==> config.mk <==
export PLATFORM = sky130hd
export DESIGN_NAME = pin_func_resolver
export DESIGN_NICKNAME = d
export VERILOG_FILES = /design/src/rtl/pfr_pkg.sv /design/src/rtl/pfr_regbank.sv /design/src/rtl/pfr_pad_eval.sv /design/src/rtl/pfr_prio.sv /design/src/rtl/pin_func_resolver.sv
export SDC_FILE = /design/constraint.sdc
export NUM_CORES = 1
export LEC_CHECK = 0
export ABC_AREA = 1
export BUFFER_PORTS_ARGS = -buffer_cell sky130_fd_sc_hd__buf_2
export CORE_AREA = 2 2 170 89
export CTS_CLUSTER_DIAMETER = 80
export CTS_CLUSTER_SIZE = 8
export DETAILED_ROUTE_END_ITERATION = 12
export DIE_AREA = 0 0 172 91
export GPL_TIMING_DRIVEN = 0
export HOLD_SLACK_MARGIN = 0.08
export PLACE_DENSITY_LB_ADDON = 0.3
export SYNTH_ARGS = -nofsm -noshare
export SYNTH_HDL_FRONTEND = slang
export SYNTH_SLANG_ARGS = --single-unit
export TNS_END_PERCENT = 20
==> constraint.sdc <==
create_clock -name clk -period 1.2 [get_ports clk]
set_clock_uncertainty 0.15 [all_clocks]
set_input_delay 0.06 -clock clk [delete_from_list [all_inputs] [get_ports clk]]
set_output_delay 0.06 -clock clk [all_outputs]
set_load 0.005 [all_outputs]
==> src/rtl/pfr_pkg.sv <==
package pfr_pkg;
  localparam int DW         = 32;
  localparam int AW         = 8;
  localparam int NUM_CTL    = 4;
  localparam int NUM_PADS   = 6;
  localparam int NUM_LEVELS = 2;
  localparam int NUM_EXPRS  = 2;
  localparam int NUM_TERMS  = 3;
  localparam int SELW       = $clog2(NUM_LEVELS + 1);
  localparam int CTLW       = $clog2(NUM_CTL);
  localparam int SRC_STRAP  = NUM_CTL;

  typedef struct packed {
    logic          used;
    logic          ne;
    logic [2:0]    src;
    logic [DW-1:0] mask;
    logic [DW-1:0] val;
  } term_t;

  function automatic term_t bit_term(int src, int idx, logic en);
    term_t r;
    r.used = 1'b1;
    r.ne   = 1'b0;
    r.src  = 3'(src);
    r.mask = DW'(1) << idx;
    r.val  = DW'(en);
    return r;
  endfunction

  function automatic term_t fld_term(int src, logic [DW-1:0] mask, logic [DW-1:0] val, logic ne);
    term_t r;
    r.used = 1'b1;
    r.ne   = ne;
    r.src  = 3'(src);
    r.mask = mask;
    r.val  = val;
    return r;
  endfunction

  function automatic int low_bit(logic [DW-1:0] mask);
    for (int i = DW - 1; i >= 0; i--) begin
      if (mask[i]) low_bit = i;
    end
    if (mask == '0) low_bit = 0;
  endfunction

  // Expression table: pad, level, alternative expression, conjunct term.
  function automatic term_t term_at(int p, int l, int e, int t);
    term_t r;
    r = '0;
    case (p)
      0: if (l == 0 && e == 0 && t == 0) r = bit_term(0, 0, 1'b1);
      1: begin
        if (l == 0 && e == 0 && t == 0) r = bit_term(2, 22, 1'b1);
        if (l == 1 && e == 0 && t == 0) r = bit_term(0, 4, 1'b1);
      end
      2: if (e == 0) begin
        if (t == 0) r = bit_term(1, 3, 1'b1);
        if (t == 1) r = bit_term(0, 15, 1'b1);
        if (t == 2) r = bit_term(2, 31, (l == 1));
      end
      3: if (e == 0) begin
        if (t == 0) r = bit_term(0, 17, 1'b1);
        if (l == 0 && t == 1) r = fld_term(2, 32'h30, 32'h0, 1'b1);
      end
      4: if (e == 0) begin
        if (t == 0) r = bit_term(0, 22, 1'b1);
        if (l == 0 && t == 1) r = fld_term(2, 32'h30, 32'h3, 1'b0);
      end
      5: begin
        if (l == 0 && e == 0 && t == 0) r = bit_term(0, 25, 1'b1);
        if (l == 1 && e == 0 && t == 0) r = bit_term(3, 12, 1'b1);
        if (l == 1 && e == 1 && t == 0) r = bit_term(SRC_STRAP, 19, 1'b0);
      end
      default: r = '0;
    endcase
    return r;
  endfunction
endpackage

==> src/rtl/pfr_regbank.sv <==
module pfr_regbank
  import pfr_pkg::*;
(
  input  logic                          clk,
  input  logic                          rst_n,
  input  logic                          bus_we,
  input  logic [AW-1:0]                 bus_addr,
  input  logic [DW-1:0]                 bus_wdata,
  output logic [DW-1:0]                 bus_rdata,
  input  logic [DW-1:0]                 strap_i,
  output logic [NUM_CTL:0][DW-1:0]      src_o
);
  logic [NUM_CTL-1:0][DW-1:0] ctl_q, ctl_d;
  logic [NUM_CTL-1:0]         ctl_en;
  logic [AW-3:0]              word_idx;
  logic                       aligned;
  logic                       wr_hit;
  logic [CTLW-1:0]            wr_sel;

  assign word_idx = bus_addr[AW-1:2];
  assign aligned  = (bus_addr[1:0] == 2'b00);
  assign wr_hit   = bus_we && aligned && (int'(word_idx) < NUM_CTL);
  assign wr_sel   = word_idx[CTLW-1:0];

  for (genvar k = 0; k < NUM_CTL; k++) begin : g_ctl
    assign ctl_en[k] = wr_hit && (int'(wr_sel) == k);
    assign ctl_d[k]  = ctl_en[k] ? bus_wdata : ctl_q[k];

    always_ff @(posedge clk or negedge rst_n) begin
      if (!rst_n)         ctl_q[k] <= '0;
      else if (ctl_en[k]) ctl_q[k] <= ctl_d[k];
    end

    assign src_o[k] = ctl_q[k];
  end
  assign src_o[SRC_STRAP] = strap_i;

  always_comb begin
    bus_rdata = '0;
    if (aligned && int'(word_idx) < NUM_CTL)       bus_rdata = ctl_q[wr_sel];
    else if (aligned && int'(word_idx) == NUM_CTL) bus_rdata = strap_i;
  end


  wr_store_chk: assert property (@(posedge clk) disable iff (!rst_n)
    wr_hit |=> (ctl_q[$past(wr_sel)] == $past(bus_wdata)));

  ctl_hold_chk: assert property (@(posedge clk) disable iff (!rst_n)
    !wr_hit |=> $stable(ctl_q));

  strap_read_chk: assert property (@(posedge clk) disable iff (!rst_n)
    (bus_addr == AW'(4 * NUM_CTL)) |-> (bus_rdata == strap_i));

  unmapped_zero_chk: assert property (@(posedge clk) disable iff (!rst_n)
    (!aligned || int'(word_idx) > NUM_CTL) |-> (bus_rdata == '0));
endmodule

==> src/rtl/pfr_pad_eval.sv <==
module pfr_pad_eval
  import pfr_pkg::*;
#(
  parameter int PAD = 0
) (
  input  logic [NUM_CTL:0][DW-1:0] src_i,
  output logic [NUM_LEVELS-1:0]    lvl_act_o
);
  for (genvar l = 0; l < NUM_LEVELS; l++) begin : g_lvl
    logic [NUM_EXPRS-1:0] expr_true;

    for (genvar e = 0; e < NUM_EXPRS; e++) begin : g_expr
      localparam term_t HEAD = term_at(PAD, l, e, 0);
      logic [NUM_TERMS-1:0] term_ok;

      for (genvar t = 0; t < NUM_TERMS; t++) begin : g_term
        localparam term_t TM = term_at(PAD, l, e, t);
        localparam int    SH = low_bit(TM.mask);
        if (TM.used) begin : g_used
          logic [DW-1:0] fld;
          assign fld = (src_i[TM.src] & TM.mask) >> SH;
          if (TM.ne) begin : g_ne
            assign term_ok[t] = (fld != TM.val);
          end else begin : g_eq
            assign term_ok[t] = (fld == TM.val);
          end
        end else begin : g_idle
          assign term_ok[t] = 1'b1;
        end
      end

      assign expr_true[e] = HEAD.used && (&term_ok);
    end

    assign lvl_act_o[l] = |expr_true;
  end
endmodule

==> src/rtl/pfr_prio.sv <==
module pfr_prio
  import pfr_pkg::*;
(
  input  logic                  clk,
  input  logic                  rst_n,
  input  logic [NUM_LEVELS-1:0] lvl_act_i,
  output logic [SELW-1:0]       sel_o,
  output logic                  hit_o
);
  always_comb begin
    sel_o = SELW'(NUM_LEVELS);
    hit_o = 1'b0;
    for (int l = NUM_LEVELS - 1; l >= 0; l--) begin
      if (lvl_act_i[l]) begin
        sel_o = SELW'(l);
        hit_o = 1'b1;
      end
    end
  end


  fallback_chk: assert property (@(posedge clk) disable iff (!rst_n)
    !hit_o |-> (lvl_act_i == '0 && sel_o == SELW'(NUM_LEVELS)));

  winner_active_chk: assert property (@(posedge clk) disable iff (!rst_n)
    hit_o |-> (lvl_act_i[sel_o] &&
               ((lvl_act_i & ((NUM_LEVELS'(1) << sel_o) - NUM_LEVELS'(1))) == '0)));
endmodule

==> src/rtl/pin_func_resolver.sv <==
module pin_func_resolver
  import pfr_pkg::*;
(
  input  logic                     clk,
  input  logic                     rst_n,
  input  logic                     bus_we,
  input  logic [AW-1:0]            bus_addr,
  input  logic [DW-1:0]            bus_wdata,
  output logic [DW-1:0]            bus_rdata,
  input  logic [DW-1:0]            strap_i,
  output logic [NUM_PADS*SELW-1:0] pad_sel_o,
  output logic [NUM_PADS-1:0]      pad_hit_o
);
  logic [NUM_CTL:0][DW-1:0] src;

  pfr_regbank u_regs (
    .clk       (clk),
    .rst_n     (rst_n),
    .bus_we    (bus_we),
    .bus_addr  (bus_addr),
    .bus_wdata (bus_wdata),
    .bus_rdata (bus_rdata),
    .strap_i   (strap_i),
    .src_o     (src)
  );

  for (genvar p = 0; p < NUM_PADS; p++) begin : g_pad
    logic [NUM_LEVELS-1:0] lvl_act;

    pfr_pad_eval #(.PAD(p)) u_eval (
      .src_i     (src),
      .lvl_act_o (lvl_act)
    );

    pfr_prio u_prio (
      .clk       (clk),
      .rst_n     (rst_n),
      .lvl_act_i (lvl_act),
      .sel_o     (pad_sel_o[p*SELW +: SELW]),
      .hit_o     (pad_hit_o[p])
    );
  end


  strap_hold_chk: assert property (@(posedge clk) disable iff (!rst_n)
    (!strap_i[19] && !src[0][25]) |-> (pad_sel_o[5*SELW +: SELW] == SELW'(1)));

  three_bit_chk: assert property (@(posedge clk) disable iff (!rst_n)
    (!src[1][3] || !src[0][15]) |-> !pad_hit_o[2]);
endmodule

# == Yosys cells after proc, flatten, opt, wreduce, memory -nomap -nowiden ==
# Index checks and enable logic that the tools add are counted.
# word_totals
in_bits,75
out_inout_bits,50
elab_cells,55
ff_bits,128
# classes
n_lt_le_gt_ge,2
n_mux,26
eq_ne,5
n_reduce_logical,18
# op_table
op,count
$mux W32,3
$bmux W32 S2,1
$logic_not A32 Y1,2
$reduce_bool A32 Y1,1
$mux W2,11
$mux W1,11
$logic_and A1 B1 Y1,8
$eq A2 B2 Y1 const B,3
$eq A6 B4 Y1 const B,1
$lt A6 B3 Y1 const B,1
$reduce_and A3 Y1,2
$logic_not A2 Y1,2
$reduce_and A2 Y1,2
$lt A2 B3 Y1 const B,1
$eq A2 B1 Y1 const B,1
$reduce_or A2 Y1,1

# == Longest topological paths before layout ==
# depth
word_depth,4
mapped_depth,9
mapped_depth_nobuf,7

# == Hierarchy ==
# From an unflattened synthesis, not the netlist that was laid out.
# hier_totals
cells_unflattened,1077
area_unflattened_um2,7275.7
# by_module_without_submodules
mod,cells_each,seq_area_each_um2,instances,area_each_um2
pfr_regbank,1027,3203.1,1,7059.3
pfr_prio,5,0.0,6,18.8
pfr_pad_eval at g_pad[4].u_eval,4,0.0,1,21.3
pfr_pad_eval at g_pad[0].u_eval,3,0.0,1,18.8
pfr_pad_eval at g_pad[3].u_eval,4,0.0,1,18.8
pfr_pad_eval at g_pad[1].u_eval,2,0.0,1,15.0
pfr_pad_eval at g_pad[2].u_eval,4,0.0,1,15.0
pfr_pad_eval at g_pad[5].u_eval,3,0.0,1,15.0

# == Worst setup path after synthesis ==
# No wires, ideal clock.
# synth_path
path_type,input-to-reg
from,in bus_addr[3]
to,"reg u_regs.ctl_q, in the netlist u_regs.src_o[69]"
arrival_ns,0.881
t_required_ns,0.933
slack_ns,0.052
cell_stages,7
path_cell_list,buf_4 inv_1 nor2_2 nand3_1 buf_2 nand2_1 nand2_1
# synth_via
elab_chain_cells,3
word_cells_on_any_way,4
cone_classes,order compare (1); eq/ne (1); reduce/logical (2)
# synth_rtl
item,line,source
"start, declared",pin_func_resolver.sv:7,"input logic [AW-1:0] bus_addr,"
$lt A6 B3 Y1,pfr_regbank.sv:22,assign wr_hit = bus_we && aligned && (int'(word_idx) < NUM_CTL);
$logic_and A1 B1 Y1,pfr_regbank.sv:22,
$logic_and A1 B1 Y1 (*),pfr_regbank.sv:26,assign ctl_en[k] = wr_hit && (int'(wr_sel) == k);
"end signal, assigned by index",pfr_regbank.sv:31,else if (ctl_en[k]) ctl_q[k] <= ctl_d[k];
"end, declared",pfr_regbank.sv:13,"logic [NUM_CTL-1:0][DW-1:0] ctl_q, ctl_d;"
# Mark *: on every way between the ends. The rest lies on a longest branch, timed or not.
# A chain may end at the register's enable or synchronous reset.

# == Final worst setup path ==
# layout_path
from,"reg u_regs.ctl_q, in the netlist u_regs.src_o[15]"
to,out pad_hit_o[2]
# layout_via
elab_chain_cells,3
word_cells_on_any_way,4
cone_classes,mux (2); reduce/logical (2)
# layout_rtl
item,line,source
$reduce_and A3 Y1,pfr_pad_eval.sv:32,assign expr_true[e] = HEAD.used && (&term_ok);
$mux W1,pfr_prio.sv:14,if (lvl_act_i[l]) begin
$mux W1 (*),pfr_prio.sv:14,
"end, declared",pin_func_resolver.sv:12,output logic [NUM_PADS-1:0] pad_hit_o
# Marks and branches as above.

==> impl_metrics.sql <==
INSERT INTO impl_metrics (metric_group, metric, value, unit) VALUES
('placed_design', 'placement.cell_area', '0.00778', 'mm^2'),
('timing', 'finalWorstSetupSlack', '-0.363', 'ns'),
('route', 'number_of_drc_markers_in_iteration_0', '993', ''),
('power', 'swShare', '26.1', '%'),
('placed_design', 'detailed_place_hpwl', '15900', 'um'),
('synth', 'synth_area_per_cell', '6.74', 'um^2'),
('status', 'violations', 'negative hold slack, negative setup slack', ''),
('worst_setup_path', 'critPathArrivalTime', '1.35', 'ns'),
('global_route', 'use_met3', '9.07', '%'),
('finish', 'largest_register_ff_count', '128', ''),
('finish', 'fin_area', '0.00908', 'mm^2'),
('finish', 'final-instance-count-excl-fill', '1441', ''),
('route', 'drc', '0', ''),
('die', 'floorplan.die.width', '172', 'um'),
('power', 'power_frac_clock', '45.4', '%'),
('global_route', 'grt_max_degree', '94', ''),
('status', 'result_of_the_run', 'finished with violations', ''),
('timing', 'worst_hold_slack', '-0.0531', 'ns'),
('cts', 'cts.path.max_buffers', '2', ''),
('power', 'total_power_consumption', '10.9', 'mW'),
('power', 'p_switching', '2.84', 'mW'),
('cts', 'cts_tree', 'built', ''),
('worst_setup_path', 'setup.worst_path.end_class', 'output pin', ''),
('route', 'totalWireLength', '23500', 'um'),
('worst_setup_path', 'type_of_the_worst_setup_path', 'reg2out', ''),
('route', 'postRouteAntennaNets', '0', ''),
('global_route', 'top_usage_layer', 'met1', ''),
('synth', 'netlist_area', '0.00689', 'mm^2'),
('synth', 'synthTopCellsByArea', 'sky130_fd_sc_hd__dfrtp_1, sky130_fd_sc_hd__nand2_1, sky130_fd_sc_hd__nand3_1', ''),
('finish', 'layout.core_utilization', '64.3', '%'),
('die', 'placementRows', '31', ''),
('global_route', 'grt_remaining_overflow', '0', ''),
('cts', 'clk_latency', '0.42', 'ns'),
('route', 'vias_per_cell', '5.25', ''),
('timing', 'setup_violations', '174', ''),
('power', 'leakage', '5.44', 'nW'),
('cts', 'root_buffer', 'sky130_fd_sc_hd__clkbuf_16', ''),
('global_route', 'first_global_vias', '6869', ''),
('global_route', 'globalRouteMet2Util', '41.0', '%'),
('power', 'pwr-share-comb', '11.9', '%'),
('worst_setup_path', 'critical_path.startpoint_type', 'flip-flop', ''),
('die', 'chipHeight', '91', 'um'),
('power', 'pwrdens', '1200', 'mW/mm^2'),
('worst_setup_path', 'worst-endpoint-required', '0.99', 'ns'),
('global_route', 'grt_pass1_wl', '36600', 'um'),
('global_route', 'grt_util_all_layers', '30.8', '%'),
('synth', 'postSynthCellCount', '1023', ''),
('placed_design', 'placedCellCount', '1344', ''),
('cts', 'clock_tree.htree_level_count', '4', ''),
('route', 'drt_pre_antenna_iters', '6', ''),
('route', 'route.vias.total', '7571', ''),
('power', 'vdd_drop_max', '0.714', 'mV'),
('power', 'intPower', '8.05', 'mW'),
('global_route', 'grt_antenna_before_repair', '0', ''),
('die', 'die_area', '0.0157', 'mm^2'),
('timing', 'rsz0062_at_grt', 'yes', ''),
('cts', 'cts_made_buffers', '17', ''),
('timing', 'worst_slew_pin_slew', '0.599', 'ns'),
('timing', 'number_of_failing_hold_endpoints_at_the_final_stage', '37', ''),
('synth', 'syn_nets', '1098', ''),
('cts', 'cts.sink_count', '128', ''),
('synth', 'synth-seq-cells', '128', ''),
('cts', 'cts.clk_slew.worst_paths', '0.06', 'ns'),
('finish', 'layout.filler_cells', '1306', ''),
('cts', 'holdBufCountCts', '36', ''),
('timing', 'timing.final.max_slew_violations', '0', ''),
('synth', 'ys.warnings.count', '0', ''),
('finish', 'finish.net_count', '1306', ''),
('synth', 'post_synth_num_cell_types', '15', ''),
('timing', 'final.period_utilization', '130', '%'),
('die', 'boundary_pins', '125', '');
==> area by class of cell <==
class	count	area [um^2]	area share (%)
plain buffers	75	409	4.50
clock buffers	20	437	4.81
clock inverters	11	118	1.29
inverters	20	75.1	0.826
multi-input cells	798	3320	36.6
flip-flops and latches	128	3210	35.3
well taps	198	248	2.73
repair buffers	191	1270	14.0
==> power groups by stage <==
| stage | Clock (mW) | Combinational (mW) | Sequential (mW) |
|---|---|---|---|
| 2_1_floorplan | 0 | 0.530 | 4.69 |
| 3_3_place_gp | 0 | 1.02 | 4.71 |
| 3_5_place_dp | 0 | 1.04 | 4.71 |
| 4_1_cts | 4.94 | 1.21 | 4.64 |
| 5_1_grt | 5.17 | 1.42 | 4.67 |
| 6_report | 4.95 | 1.29 | 4.65 |
==> worst paths after layout <==
path / from / end / slack (ns) / cells after the start
worst max-delay path: u_regs.src_o[15] / pad_hit_o[2] / -0.36 / 5
worst min-delay path: rst_n / u_regs.src_o[73] / -0.05 / 2
worst max register to register: u_regs.src_o[77] / u_regs.src_o[77] / 0.17 / 4
worst min register to register: u_regs.src_o[11] / u_regs.src_o[11] / 0.32 / 2
max in group asynchronous: rst_n / u_regs.src_o[25] / 0.15 / 3
min in group clk: bus_addr[2] / u_regs.src_o[77] / -0.04 / 4
==> layer usage <==
layer | wire (um) | part of all wire [%]
met1 | 10600 | 45
met2 | 9360 | 40
met3 | 3170 | 13
met4 | 398 | 1.7
met5 | 0 | 0
==> layout by cell type, fill, tap and decap left out <==
| cell | Yosys | layout |
|---|---|---|
| sky130_fd_sc_hd__clkinvlp_4 | 0 | 5 |
| sky130_fd_sc_hd__buf_6 | 0 | 6 |
| sky130_fd_sc_hd__nand2_2 | 0 | 21 |
| sky130_fd_sc_hd__a21oi_4 | 0 | 1 |
| sky130_fd_sc_hd__clkbuf_1 | 16 | 13 |
| sky130_fd_sc_hd__nor2_4 | 1 | 5 |
| sky130_fd_sc_hd__nor2_1 | 10 | 5 |
| sky130_fd_sc_hd__a21oi_1 | 2 | 1 |
| sky130_fd_sc_hd__dfrtp_2 | 0 | 2 |
| sky130_fd_sc_hd__nor3_1 | 1 | 1 |
| sky130_fd_sc_hd__nand3_2 | 0 | 1 |
| sky130_fd_sc_hd__clkbuf_4 | 0 | 1 |
| sky130_fd_sc_hd__bufinv_16 | 0 | 2 |
| sky130_fd_sc_hd__conb_1 | 1 | 1 |
| sky130_fd_sc_hd__buf_4 | 14 | 50 |
| sky130_fd_sc_hd__buf_1 | 6 | 5 |
| sky130_fd_sc_hd__dlygate4sd3_1 | 0 | 36 |
| sky130_fd_sc_hd__nand2_1 | 615 | 594 |
| sky130_fd_sc_hd__clkbuf_2 | 0 | 5 |
| sky130_fd_sc_hd__nor2_2 | 3 | 4 |
| sky130_fd_sc_hd__buf_16 | 0 | 1 |
| sky130_fd_sc_hd__buf_2 | 41 | 152 |
| sky130_fd_sc_hd__clkinv_2 | 0 | 4 |
| sky130_fd_sc_hd__inv_2 | 3 | 6 |
| sky130_fd_sc_hd__inv_1 | 17 | 14 |
| sky130_fd_sc_hd__clkbuf_16 | 0 | 17 |
| sky130_fd_sc_hd__dfrtp_1 | 128 | 126 |
| sky130_fd_sc_hd__nand3_1 | 165 | 164 |
==> critical path: stages, from the launching register on <==
cell,delay [ns]
sky130_fd_sc_hd__dfrtp_1,0.40
sky130_fd_sc_hd__buf_4,0.15
sky130_fd_sc_hd__nand2_2,0.09
sky130_fd_sc_hd__inv_1,0.05
sky130_fd_sc_hd__buf_4,0.12
sky130_fd_sc_hd__buf_2,0.11
==> what timing repair did <==
action / in CTS / in global routing
endpoints found under the setup margin: 83 / 174
endpoints found under the hold margin: 256 / 37
setup buffers: 12 / 20
resized for setup: 47 / 12
pin swaps: 53 / 31
==> through the flow <==
| stage | setup TNS [ns] | setup slack [ns] |
|---|---|---|
| final | -23.10 | -0.363 |
| after global routing | -30.73 | -0.458 |
| after detailed placement | -68.36 | -0.754 |
| after CTS | -12.11 | -0.332 |
| after floorplan | 0 | 0.0523 |
| after global placement | -295.12 | -1.81 |
==> cells by family after synthesis <==
family                 share of synthesized area [%]
AO/OA/AOI/OAI                                  0.145
flip-flops                                      46.5
buffers and inverters                           6.79
other                                         0.0544
AND/OR/NAND/NOR                                 46.5
==> cells in the mapped netlist (all sizes together) <==
| cell | instances |
|---|---|
| a21oi | 2 |
| buf | 61 |
| clkbuf | 16 |
| conb | 1 |
| dfrtp | 128 |
| inv | 20 |
| nand2 | 615 |
| nand3 | 165 |
| nor2 | 14 |
| nor3 | 1 |
(Power assumes the default switching activity.)
